## src/rtl/potbank_pkg.sv

```systemverilog
package potbank_pkg;
  localparam int unsigned DATA_W  = 8;
  localparam int unsigned CH_N    = 4;
  localparam int unsigned ROWS_N  = 4;
  localparam int unsigned SR_ADDR = 7;
  localparam int unsigned ADDR_W  = 3;
  localparam int unsigned CH_W    = $clog2(CH_N);
  localparam int unsigned ROW_W   = $clog2(ROWS_N);

  typedef logic [DATA_W-1:0] byte_t;

  function automatic byte_t init_value(int unsigned ch, int unsigned row, byte_t seed);
    return seed + byte_t'(ch * ROWS_N + row);
  endfunction
endpackage

```

## src/rtl/potbank_ptr.sv

```systemverilog
module potbank_ptr #(
  parameter int unsigned ADDR_W = 3,
  parameter int unsigned CH_N   = 4
) (
  input  logic              clk,
  input  logic              rst_n,
  input  logic              load_i,
  input  logic [ADDR_W-1:0] load_val_i,
  input  logic              adv_i,
  output logic [ADDR_W-1:0] ptr_o
);
  logic [ADDR_W-1:0] ptr_q, ptr_d;
  logic              ptr_en;

  assign ptr_en = load_i | adv_i;

  always_comb begin
    ptr_d = ptr_q;
    if (load_i) begin
      ptr_d = load_val_i;
    end else if (adv_i) begin
      ptr_d = (ptr_q == ADDR_W'(CH_N - 1)) ? '0 : ptr_q + 1'b1;
    end
  end

  always_ff @(posedge clk or negedge rst_n) begin
    if (!rst_n) begin
      ptr_q <= '0;
    end else if (ptr_en) begin
      ptr_q <= ptr_d;
    end
  end

  assign ptr_o = ptr_q;
endmodule

```

## src/rtl/potbank_stage_buf.sv

```systemverilog
module potbank_stage_buf #(
  parameter int unsigned CH_N   = 4,
  parameter int unsigned DATA_W = 8,
  localparam int unsigned CH_W  = $clog2(CH_N)
) (
  input  logic                     clk,
  input  logic                     rst_n,
  input  logic                     we_i,
  input  logic [CH_W-1:0]          idx_i,
  input  logic [DATA_W-1:0]        data_i,
  input  logic                     clr_i,
  output logic [CH_N*DATA_W-1:0]   data_o,
  output logic [CH_N-1:0]          mask_o
);
  logic [DATA_W-1:0] slot_q [CH_N];
  logic [CH_N-1:0]   mask_q, mask_d;

  always_comb begin
    mask_d = mask_q;
    if (clr_i) begin
      mask_d = '0;
    end else if (we_i) begin
      mask_d[idx_i] = 1'b1;
    end
  end

  always_ff @(posedge clk or negedge rst_n) begin
    if (!rst_n) begin
      mask_q <= '0;
    end else if (clr_i | we_i) begin
      mask_q <= mask_d;
    end
  end

  for (genvar s = 0; s < CH_N; s++) begin : g_slot
    logic slot_en;
    assign slot_en = we_i & (idx_i == CH_W'(s));
    always_ff @(posedge clk or negedge rst_n) begin
      if (!rst_n) begin
        slot_q[s] <= '0;
      end else if (slot_en) begin
        slot_q[s] <= data_i;
      end
    end
    assign data_o[s*DATA_W +: DATA_W] = slot_q[s];
  end

  assign mask_o = mask_q;
endmodule

```

## src/rtl/potbank_busy_timer.sv

```systemverilog
module potbank_busy_timer #(
  parameter int unsigned CYCLES = 1250000,
  localparam int unsigned CNT_W = $clog2(CYCLES + 1)
) (
  input  logic clk,
  input  logic rst_n,
  input  logic start_i,
  output logic busy_o
);
  logic [CNT_W-1:0] cnt_q, cnt_d;
  logic             cnt_en;

  assign cnt_en = start_i | (cnt_q != '0);

  always_comb begin
    if (start_i) begin
      cnt_d = CNT_W'(CYCLES);
    end else begin
      cnt_d = cnt_q - 1'b1;
    end
  end

  always_ff @(posedge clk or negedge rst_n) begin
    if (!rst_n) begin
      cnt_q <= '0;
    end else if (cnt_en) begin
      cnt_q <= cnt_d;
    end
  end

  assign busy_o = (cnt_q != '0);
endmodule

```

## src/rtl/potbank_ctrl.sv

```systemverilog
module potbank_ctrl
  import potbank_pkg::*;
#(
  parameter int unsigned BUSY_CYCLES = 1250000,
  parameter logic [7:0]  INIT_SEED   = 8'h40
) (
  input  logic                   clk,
  input  logic                   rst_n,
  input  logic                   wp_i,
  input  logic                   addr_vld_i,
  input  logic                   wdat_vld_i,
  input  logic [DATA_W-1:0]      byte_i,
  input  logic                   rd_req_i,
  input  logic                   stop_i,
  input  logic                   ud_store_i,
  input  logic [CH_W-1:0]        ud_sel_i,
  output logic [DATA_W-1:0]      rd_data_o,
  output logic                   busy_o,
  output logic [CH_N*DATA_W-1:0] wiper_o
);
  localparam int unsigned SR_BITS = 1 + ROW_W;

  // reset: asserted asynchronously, released on the clock
  logic [1:0] rst_sync_q;
  logic       rst_int_n;
  always_ff @(posedge clk or negedge rst_n) begin
    if (!rst_n) rst_sync_q <= 2'b00;
    else        rst_sync_q <= {rst_sync_q[0], 1'b1};
  end
  assign rst_int_n = rst_sync_q[1];

  byte_t                 dr_q    [ROWS_N][CH_N];
  byte_t                 dr_d    [ROWS_N][CH_N];
  byte_t                 wiper_q [CH_N];
  byte_t                 wiper_d [CH_N];
  logic [SR_BITS-1:0]    sr_q, sr_d;
  byte_t                 rd_q, rd_d;
  logic                  recall_q;
  logic [ADDR_W-1:0]     ptr;
  logic [CH_N*DATA_W-1:0] stg_data;
  logic [CH_N-1:0]       stg_mask;
  logic                  timer_busy;
  logic [ROWS_N*CH_N*DATA_W-1:0] dr_flat;

  logic              act, nv, ptr_is_ch, ptr_is_sr;
  logic [ROW_W-1:0]  row, new_row;
  logic [CH_W-1:0]   ptr_ch;
  logic              wr_sr, wr_ch, rd_ch, stage_we, close_stg, do_commit, ud_ok, rd_en;

  assign busy_o    = recall_q | timer_busy;
  assign act       = ~busy_o;
  assign nv        = sr_q[0];
  assign row       = sr_q[ROW_W:1];
  assign new_row   = byte_i[ROW_W:1];
  assign ptr_ch    = ptr[CH_W-1:0];
  assign ptr_is_ch = (ptr < ADDR_W'(CH_N));
  assign ptr_is_sr = (ptr == ADDR_W'(SR_ADDR));

  assign wr_sr     = act & wdat_vld_i & ptr_is_sr;
  assign wr_ch     = act & wdat_vld_i & ptr_is_ch;
  assign rd_ch     = act & rd_req_i & ptr_is_ch;
  assign rd_en     = act & rd_req_i;
  assign stage_we  = wr_ch & nv;
  assign close_stg = act & stop_i & (|stg_mask);
  assign do_commit = close_stg & wp_i;
  assign ud_ok     = act & ud_store_i & ~stop_i & wp_i & (row == '0);

  potbank_ptr #(.ADDR_W(ADDR_W), .CH_N(CH_N)) u_ptr (
    .clk        (clk),
    .rst_n      (rst_int_n),
    .load_i     (act & addr_vld_i),
    .load_val_i (byte_i[ADDR_W-1:0]),
    .adv_i      (wr_ch | rd_ch),
    .ptr_o      (ptr)
  );

  potbank_stage_buf #(.CH_N(CH_N), .DATA_W(DATA_W)) u_stage (
    .clk    (clk),
    .rst_n  (rst_int_n),
    .we_i   (stage_we),
    .idx_i  (ptr_ch),
    .data_i (byte_i),
    .clr_i  (act & stop_i),
    .data_o (stg_data),
    .mask_o (stg_mask)
  );

  potbank_busy_timer #(.CYCLES(BUSY_CYCLES)) u_timer (
    .clk     (clk),
    .rst_n   (rst_int_n),
    .start_i (do_commit | ud_ok),
    .busy_o  (timer_busy)
  );

  // next state
  always_comb begin
    sr_d = sr_q;
    if (wr_sr) sr_d = byte_i[SR_BITS-1:0];

    rd_d = rd_q;
    if (rd_en) begin
      if (ptr_is_sr)      rd_d = byte_t'(sr_q);
      else if (ptr_is_ch) rd_d = nv ? dr_q[row][ptr_ch] : wiper_q[ptr_ch];
      else                rd_d = '0;
    end

    for (int r = 0; r < ROWS_N; r++) begin
      for (int c = 0; c < CH_N; c++) begin
        dr_d[r][c] = dr_q[r][c];
        if (do_commit && stg_mask[c] && (ROW_W'(r) == row))
          dr_d[r][c] = stg_data[c*DATA_W +: DATA_W];
        if (ud_ok && (r == 0) && (CH_W'(c) == ud_sel_i))
          dr_d[r][c] = wiper_q[c];
      end
    end

    for (int c = 0; c < CH_N; c++) begin
      wiper_d[c] = wiper_q[c];
      if (recall_q)
        wiper_d[c] = dr_q[0][c];
      else if (wr_sr && byte_i[0])
        wiper_d[c] = dr_q[new_row][c];
      else if (wr_ch && (ptr_ch == CH_W'(c)))
        wiper_d[c] = byte_i;
      else if (rd_ch && nv && (ptr_ch == CH_W'(c)))
        wiper_d[c] = dr_q[row][c];
      else if (close_stg && !stg_mask[c])
        wiper_d[c] = dr_q[row][c];
    end
  end

  // registers
  always_ff @(posedge clk or negedge rst_int_n) begin
    if (!rst_int_n) begin
      sr_q     <= '0;
      rd_q     <= '0;
      recall_q <= 1'b1;
    end else begin
      recall_q <= 1'b0;
      if (wr_sr) sr_q <= sr_d;
      if (rd_en) rd_q <= rd_d;
    end
  end

  for (genvar c = 0; c < CH_N; c++) begin : g_chan
    always_ff @(posedge clk or negedge rst_int_n) begin
      if (!rst_int_n) wiper_q[c] <= '0;
      else            wiper_q[c] <= wiper_d[c];
    end
    for (genvar r = 0; r < ROWS_N; r++) begin : g_row
      logic dr_en;
      assign dr_en = do_commit | ud_ok;
      always_ff @(posedge clk or negedge rst_int_n) begin
        if (!rst_int_n)  dr_q[r][c] <= init_value(c, r, INIT_SEED);
        else if (dr_en)  dr_q[r][c] <= dr_d[r][c];
      end
      assign dr_flat[(r*CH_N+c)*DATA_W +: DATA_W] = dr_q[r][c];
    end
    assign wiper_o[c*DATA_W +: DATA_W] = wiper_q[c];
  end

  assign rd_data_o = rd_q;
endmodule

```

## config.mk

```make
export PLATFORM = sky130hd
export DESIGN_NAME = potbank_ctrl
export DESIGN_NICKNAME = d
export VERILOG_FILES = /design/src/rtl/potbank_pkg.sv /design/src/rtl/potbank_ptr.sv /design/src/rtl/potbank_stage_buf.sv /design/src/rtl/potbank_busy_timer.sv /design/src/rtl/potbank_ctrl.sv
export SDC_FILE = /design/constraint.sdc
export NUM_CORES = 1
export LEC_CHECK = 0
export BUFFER_PORTS_ARGS = -buffer_cell sky130_fd_sc_hd__buf_2
export CORE_ASPECT_RATIO = 1.75
export CORE_MARGIN = 8
export CORE_UTILIZATION = 56
export CTS_CLUSTER_SIZE = 24
export DETAILED_ROUTE_END_ITERATION = 7
export PLACE_DENSITY = 0.84
export SETUP_SLACK_MARGIN = 0.05
export SYNTH_ARGS = -nofsm -noshare
export SYNTH_HDL_FRONTEND = slang
export SYNTH_SLANG_ARGS = --single-unit
```

## constraint.sdc

```tcl
create_clock -name clk -period 6.4 [get_ports clk]
set_input_delay 0.96 -clock clk [delete_from_list [all_inputs] [get_ports clk]]
set_output_delay 0.96 -clock clk [all_outputs]
set_load 0.03 [all_outputs]
```

==> results of run 1 <==
==> state kept, by name (all words and copies together) (netlist names) <==
signal / cells
rd_data_o: 8
u_timer.cnt_q: 21
recall_q: 1
wiper_o: 32
rst_sync_q: 2
sr_q: 3
u_ptr.ptr_o: 3
dr_flat: 128
u_stage.mask_o: 4
u_stage.data_o: 32
==> routing by layer <==
layer	up-vias	GRT usage
met5	-	0
li1	4415	-
met2	870	0.4880
met3	292	0.07547
met4	4	0.2275
met1	5343	0.3336
==> worst max-delay path: stages (launching register included) <==
cell and delay [ns]:
sky130_fd_sc_hd__dfrtp_1 0.44, sky130_fd_sc_hd__or4_4 0.59, sky130_fd_sc_hd__or4_4 0.44, sky130_fd_sc_hd__nor3_4 0.40, sky130_fd_sc_hd__inv_1 0.08, sky130_fd_sc_hd__buf_2 0.19
==> worst paths after layout <==
path / from / to
min: rst_n / rst_sync_q[1]
max reg2reg: sr_q[2] / dr_flat[0]
min reg2reg: rst_sync_q[0] / rst_sync_q[1]
max in group asynchronous: rst_sync_q[1] / dr_flat[84]
max: u_timer.cnt_q[14] / busy_o
min in group clk: rst_sync_q[0] / rst_sync_q[1]
==> cell type report <==
cell class	instances	area share
clock buffers	34	0.04739
inverters	11	0.002849
well taps	304	0.02624
diodes	3	0.0005180
clock inverters	6	0.004144
repair buffers	75	0.02970
flip-flops and latches	234	0.4087
multi-input cells	815	0.4805
==> cell families after synthesis <==
family          Yosys count
compound gates          241
xor+xnor                  4
fa+ha+maj                 6
buf+inv                  97
flops                   234
mux                     241
other cells               2
simple gates            321
==> synthesized netlist by cell type (28+ instances only) <==
master / instances / share of area
sky130_fd_sc_hd__dfstp_2: 49 / 0.097
sky130_fd_sc_hd__a31oi_1: 39 / 0.018
sky130_fd_sc_hd__nand2_1: 82 / 0.023
sky130_fd_sc_hd__mux4_2: 81 / 0.14
sky130_fd_sc_hd__dfrtp_1: 185 / 0.35
sky130_fd_sc_hd__a21oi_1: 51 / 0.019
sky130_fd_sc_hd__o21ai_0: 87 / 0.033
sky130_fd_sc_hd__nand3_1: 74 / 0.028
sky130_fd_sc_hd__nor2_1: 59 / 0.017
sky130_fd_sc_hd__buf_2: 28 / 0.011
sky130_fd_sc_hd__clkbuf_1: 47 / 0.013
sky130_fd_sc_hd__mux2_2: 131 / 0.11
==> cells in the final DEF (no fill, tap or decap), types with 9 or more instances in the layout <==
cell                        Yosys  layout
sky130_fd_sc_hd__dfrtp_1      185     182
sky130_fd_sc_hd__mux4_2        81      81
sky130_fd_sc_hd__mux2_2       131     131
sky130_fd_sc_hd__nor3_1        10      10
sky130_fd_sc_hd__clkbuf_16      0      23
sky130_fd_sc_hd__a22o_1        24      24
sky130_fd_sc_hd__nor2_1        59      59
sky130_fd_sc_hd__mux2i_1       23      23
sky130_fd_sc_hd__nand4_1       14      14
sky130_fd_sc_hd__a31oi_1       39      38
sky130_fd_sc_hd__o211ai_1       9       9
sky130_fd_sc_hd__nand2_1       82      82
sky130_fd_sc_hd__o21ai_0       87      87
sky130_fd_sc_hd__dfstp_2       49      49
sky130_fd_sc_hd__buf_4          2      16
sky130_fd_sc_hd__a21oi_1       51      51
sky130_fd_sc_hd__buf_2         28      58
sky130_fd_sc_hd__nand3_1       74      74
sky130_fd_sc_hd__and2_1        14      14
==> power by group <==
| part | switching (mW) | internal, mW | leakage [nW] |
|---|---|---|---|
| registers | 0.0168 | 1.48 | 3.02 |
| clock network | 0.593 | 0.780 | 0.365 |
| logic | 0.0827 | 0.0316 | 2.73 |
| total | 0.693 | 2.29 | 6.12 |
==> out/results.env, run 1 <==
OUTCOME='completed'
ASYNC_RESET_FF_FRAC=1.000
HOLD-WORST-SLACK_NS=0.1807
CTS.HOLD.BUFFERS_ADDED=0
FILLERINSTANCES=1807
MAX-VDD-IR-DROP_uV=152.3
FINALWEIGHTEDCONGESTION=0.9603
POWER.DENSITY_CELL_AREA_nW_PER_UM2=206.1
POST_CTS.REPAIR.SETUP_BUFFERS=0
DETAILED_PLACE_HPWL_UM=27990
CLK_LATENCY_NS=0.56
DRT-MET1-WL_UM=13810
CLOCK_PATH_BUFFERS=3
SETUP.WORST_PATH.CLASS='reg -> out'
SYNTH-SEQ-AREA-SHARE=0.4452
FMAX_GHz=0.2731
LAYOUT-DRIVE-GT1-SHARE=0.3464
HP-CLASS='in -> async'
PERIOD_NEEDED_NS=3.662
DPL_WORST_SLACK_NS=2.764
FLOORPLAN.DIE_AREA_UM2=29110
REGTOREGSETUPSLACK_NS=2.92
CLK_PIN_SLEW_NS=0.07
NETLIST_AREA_UM2=13290
DRTANTENNAVIOLNETS=0
TOPROUTINGLAYERUSED='met5'
WORSTPATHARRIVAL_NS=2.70
MAPPEDNETLISTNETS=1170
AREA_SHARE_OF_XOR_XNOR_CELLS_IN_THE_SYNTHESIZED_DESIGN=0.002636
CTS_MADE_BUFFERS=22
BUFFER_PORTS.INSERTED=58
PIN_COUNT_OF_THE_BIGGEST_NET_ENTERING_GLOBAL_ROUTING=158
PLACEDCELLCOUNT=1439
FINALPOWER_mW=2.987
SYNTH_COMPOUND_GATE_AREA_SHARE=0.1118
WORSTPATHMAXFANOUT=10
LAYOUT_WORST_PATH_CYCLE_SHARE=0.5722
DESIGN_AREA_UM2=14490
SYNTH-ADDER-AREA-SHARE=0.005649
MULTI_INPUT_COMB_AREA_UM2=6964
TIMING.CRITICAL_PATH.TO_TYPE='output pin'
POST_CTS.RESIZED_INSTANCES=0
FIRST_GLOBAL_VIAS=11120
VIASPERCELL=7.371
DRT_FIRST_PASS_ITERS=6
TRITONCTS_CLOCK_TREE='built'
NUM_ROWS=74
STDCELL_COUNT=1482
SYNTH_EDF_COUNT=0
WL_PER_CELL_UM=28.79
UNREPAIRED_SETUP_ENDPOINTS_AFTER_GLOBAL_ROUTING='false'
DETAILROUTE.WIRELENGTH.MET3_UM=4571
CTS_MAX_LEVEL=1
YOSYS_REGISTER_BITS=234
MAX_SLEW_VIOLATIONS=0
LAYOUT.NETS=1183
YS_WARN_COUNT=0
SYNTHFLOPTYPE='sky130_fd_sc_hd__dfrtp_1'
DIE-WIDTH_UM=132.5
FIRST_PASS_GRT_WIRE_LENGTH_UM=66140
TIGHTEST_SLEW_NS=1.071
COREAREA_UM2=23330
DIE_HEIGHT_UM=219.8
SYNTH.AREA.MUX_SHARE=0.2721
LARGEST_FAMILY_OF_LOGIC_CELLS_BY_SYNTHESIZED_AREA='multiplexers'
TIMING.CLOCK.SKEW_NS=0.02160
MET2_LENGTH_UM=20650
WORST_SLACK_NS=2.738
TIMING.FINAL.HOLD_VIOLATIONS=0
SYNTHTOLAYOUTAREAGROWTH_PCT=9.067
FINALWIRELENGTH_UM=42660
DR_TOTAL_VIAS=10920
FIRST_ITER_VIOLATIONS=1583
R2R.WORST_PATH.CELLS=6
REMAINING_DRC_ERRORS=0
PLACEDINSTANCEAREA_UM2=13740
CLOCK-ROOT-BUFFER='sky130_fd_sc_hd__clkbuf_16'
SLEW_HEADROOM=0.2746
INITIAL_CORE_UTIL=0.5696
FINAL_CORE_UTIL=0.6212
CP-START-KIND='flop'
MAXCAPVIOLCOUNT=0
SYNTHCELLS=1146
YOSYSUNIQUECELLTYPES=65
SETUP_TOTAL_NEGATIVE_SLACK_NS=0
NUM_IO_PINS=59
SYNTH_AREA_PER_CELL_UM2=11.60
CLOCK-SINKS=234
FINALSETUPVIOLATIONS=0
WORSTPATHREQUIRED_NS=5.44
ANTENNA_FOUND_INITIAL=5
SYNTHESIZED_AREA_FRACTION_OCCUPIED_BY_AND_OR_NAND_NOR_CELLS=0.1309
POWER.LEAKAGE_nW=6.120
TRACK_USAGE=0.2991
GLOBAL_ROUTE.OVERFLOW_TOTAL=0
SEQCELLAREA_UM2=5923
(Power assumes the default switching activity.)
==> run 2, diff against run 1 <==
==> constraint.sdc (replaced) <==
create_clock -name clk -period 3.3 [get_ports clk]
set_input_delay 0.495 -clock clk [delete_from_list [all_inputs] [get_ports clk]]
set_output_delay 0.495 -clock clk [all_outputs]
set_load 0.03 [all_outputs]
==> run 2 against run 1 <==
Effect of this change: critical path depth unchanged; clock-buffer cell count shrank 3; sequential power up 93%; via count increased by 1.8%; setup slack got worse by 2.6 ns; wire length grew 3.7%; design area is 2.7% higher; register-to-register slack worse by 2.6 ns; first-iteration DRC count fell by 21%; clock power is 120% higher; global-route usage up 0.85 points; combinational power is 120% higher.
==> out/results.env, run 2 (synthesis results as in run 1) <==
DRT_FIRST_PASS_ITERS=6  # unchanged
STDCELL_COUNT=1513  # was 1482
FIRST_PASS_GRT_WIRE_LENGTH_UM=67920  # was 66140 µm
FMAX_GHz=0.3147
DR_TOTAL_VIAS=11120  # was 10920
INTERNAL_POWER_mW=4.766  # was 2.294 mW
TIMING.CLOCK.SKEW_NS=0.01373  # was 0.02160 ns
MAX-VDD-IR-DROP_uV=413.8  # was 152.3 µV
UNREPAIRED_SETUP_ENDPOINTS_AFTER_GLOBAL_ROUTING='false'  # unchanged
PERIOD_NEEDED_NS=3.178
DETAILED_PLACE_HPWL_UM=29710  # was 27990 µm
BUFFER_PORTS.INSERTED=58  # unchanged
FILLERINSTANCES=1742  # was 1807
WORSTPATHREQUIRED_NS=2.80  # was 5.44 ns
LAYOUT.CELLS.MOST_COMMON='sky130_fd_sc_hd__dfrtp_1'  # unchanged
OUTCOME='completed'  # unchanged
FIRST_ITER_VIOLATIONS=1247  # was 1583
POWER.DENSITY_CELL_AREA_nW_PER_UM2=411.6  # was 206.1 nW/µm²
SLEW_HEADROOM=0.1911  # was 0.2746
LAYOUT_COMMON_CELLS='sky130_fd_sc_hd__dfrtp_1 (182), sky130_fd_sc_hd__mux2_2 (131), sky130_fd_sc_hd__o21ai_0 (87), sky130_fd_sc_hd__nand2_1 (82), sky130_fd_sc_hd__mux4_2 (81)'  # unchanged
WL_PER_CELL_UM=29.25  # was 28.79 µm
VIASPERCELL=7.349  # was 7.371
LARGEST_REGISTER_FF_COUNT=128  # unchanged
NUM_ROWS=74  # unchanged
TIMING.CRITICAL_PATH.TO_TYPE='output pin'  # unchanged
TRITONCTS_CLOCK_TREE='built'  # unchanged
SYNTHTOLAYOUTAREAGROWTH_PCT=11.96  # was 9.067%
WORSTPATHARRIVAL_NS=2.68  # was 2.70 ns
FINAL_CORE_UTIL=0.6377  # was 0.6212
FLOORPLAN.DIE_AREA_UM2=29110  # unchanged
FIRST_GLOBAL_VIAS=11250  # was 11120
CTS_MADE_BUFFERS=23  # was 22
DRTANTENNAVIOLNETS=0  # unchanged
CLOCK_PATH_BUFFERS=3  # unchanged
REMAINING_DRC_ERRORS=0  # unchanged
SEQPWRFRAC=0.474  # was 0.502
FINALWEIGHTEDCONGESTION=0.9824  # was 0.9603
LAYOUT_WORST_PATH_CYCLE_SHARE=0.9630
CLOCK-SINKS=234  # unchanged
COREAREA_UM2=23330  # unchanged
HP-CLASS='in -> reg'  # was in -> async
CP-START-KIND='flop'  # unchanged
DIE_HEIGHT_UM=219.8  # unchanged
TIGHTEST_SLEW_NS=1.210  # was 1.071 ns
LAYOUT-DRIVE-GT1-SHARE=0.3626  # was 0.3464
CLK_PIN_SLEW_NS=0.07  # about the same
INITIAL_CORE_UTIL=0.5696  # unchanged
SETUP.WORST_PATH.CLASS='reg -> out'  # unchanged
DIE-WIDTH_UM=132.5  # unchanged
CLOCK_POWER_FRAC=0.486  # was 0.460
CLOCK-ROOT-BUFFER='sky130_fd_sc_hd__clkbuf_16'  # unchanged
GLOBAL_ROUTE.OVERFLOW_TOTAL=0  # unchanged
FRACTION_OF_POWER_SPENT_SWITCHING_NETS=0.2217  # was 0.2320
MAX_SLEW_VIOLATIONS=0  # unchanged
FINALPOWER_mW=6.124  # was 2.987 mW
MAXCAPVIOLCOUNT=0  # unchanged
CLK_LATENCY_NS=0.54  # was 0.56 ns
WORSTPATHMAXFANOUT=10  # unchanged
SWITCHINGPOWER_mW=1.358  # was 692.8 µW
PIN_COUNT_OF_THE_BIGGEST_NET_ENTERING_GLOBAL_ROUTING=72  # was 158
TIMING.FINAL.HOLD_VIOLATIONS=0  # unchanged
CTS_MAX_LEVEL=1  # unchanged
SETUP_TOTAL_NEGATIVE_SLACK_NS=0  # unchanged
NUM_IO_PINS=59  # unchanged
PLACEDCELLCOUNT=1470  # was 1439
POWER.COMBINATIONAL.FRACTION=0.040  # was 0.038
POWER.LEAKAGE_nW=6.348  # was 6.120 nW
TRACK_USAGE=0.3076  # was 0.2991
FINALSETUPVIOLATIONS=0  # unchanged
LAYOUT.NETS=1216  # was 1183
FINALWIRELENGTH_UM=44250  # was 42660 µm
ANTENNA_FOUND_INITIAL=1  # was 5
==> run 2: changes by cell type in the layout (fill, tap and decap cells not counted), sizes merged <==
cell	change
inv	+1
dlygate4sd3	+1
clkbuf	-3
bufinv	+5
clkinv	-1
clkinvlp	-1
diode	-2
buf	+31
==> run 2: area by class of cell <==
class | instances | area (µm²) | area share
clock buffer | 31 | 635.6 | 0.04272
clock inverter | 10 | 201.4 | 0.01354
tap | 304 | 380.4 | 0.02557
antenna | 1 | 2.502 | 0.0001682
multi-input combinational | 815 | 6970 | 0.4685
sequential | 234 | 5923 | 0.3981
timing repair buffer | 107 | 723.2 | 0.04861
inverter | 11 | 41.29 | 0.002775
==> run 2: what timing repair did <==
| item | in CTS | in global routing |
|---|---|---|
| setup buffers | 0 | 0 |
| gates resized for setup | 0 | 1 |
| hold buffers | 1 | 0 |
| setup endpoints to repair | 0 | 1 |
| hold endpoints to repair | 2 | 0 |
==> run 2: worst paths after layout <==
| kind | startpoint | cells past startpoint | slack (ns) | to |
|---|---|---|---|---|
| max | u_timer.cnt_q[14] | 5 | 0.12 | busy_o |
| min | stop_i | 2 | 0.27 | u_stage.mask_o[2] |
| max reg2reg | u_timer.cnt_q[0] | 9 | 0.37 | u_stage.data_o[27] |
| min reg2reg | rst_sync_q[1] | 0 | 0.34 | dr_flat[92] |
| max in group asynchronous | rst_sync_q[1] | 1 | 2.13 | dr_flat[105] |
| min in group asynchronous | rst_n | 2 | 0.28 | rst_sync_q[1] |
==> run 2: power groups by stage <==
stage / registers [mW] / logic (mW) / clock network [mW]
3_5_place_dp: 2.95 / 0.239 / 0
3_3_place_gp: 2.95 / 0.237 / 0
2_1_floorplan: 2.97 / 0.118 / 0
4_1_cts: 2.90 / 0.241 / 2.98
5_1_grt: 2.90 / 0.264 / 3.11
6_report: 2.90 / 0.247 / 2.98
==> run 2: per-layer routing <==
| metal | track usage | share of wire |
|---|---|---|
| met3 | 0.08732 | 0.11 |
| met4 | 0.2393 | 0.086 |
| met2 | 0.4931 | 0.48 |
| met5 | 0 | 0 |
| met1 | 0.3424 | 0.32 |
==> run 2: through the flow <==
stage          setup WS [ns]  hold slack [ns]  instance area [µm²]
2_1_floorplan         0.9341           0.1994                13290
3_3_place_gp          0.5860           0.2796                14020
3_5_place_dp          0.5033           0.2833                14020
4_1_cts               0.1578           0.2631                14870
5_1_grt              0.05271           0.2823                14880
6_report              0.1220           0.2688                14880
==> run 2: critical path, stage by stage, from the launching register on <==
cell                      delay (ns)
sky130_fd_sc_hd__dfrtp_1        0.44
sky130_fd_sc_hd__or4_4          0.59
sky130_fd_sc_hd__or4_4          0.45
sky130_fd_sc_hd__nor3_4         0.38
sky130_fd_sc_hd__inv_1          0.09
sky130_fd_sc_hd__buf_2          0.20
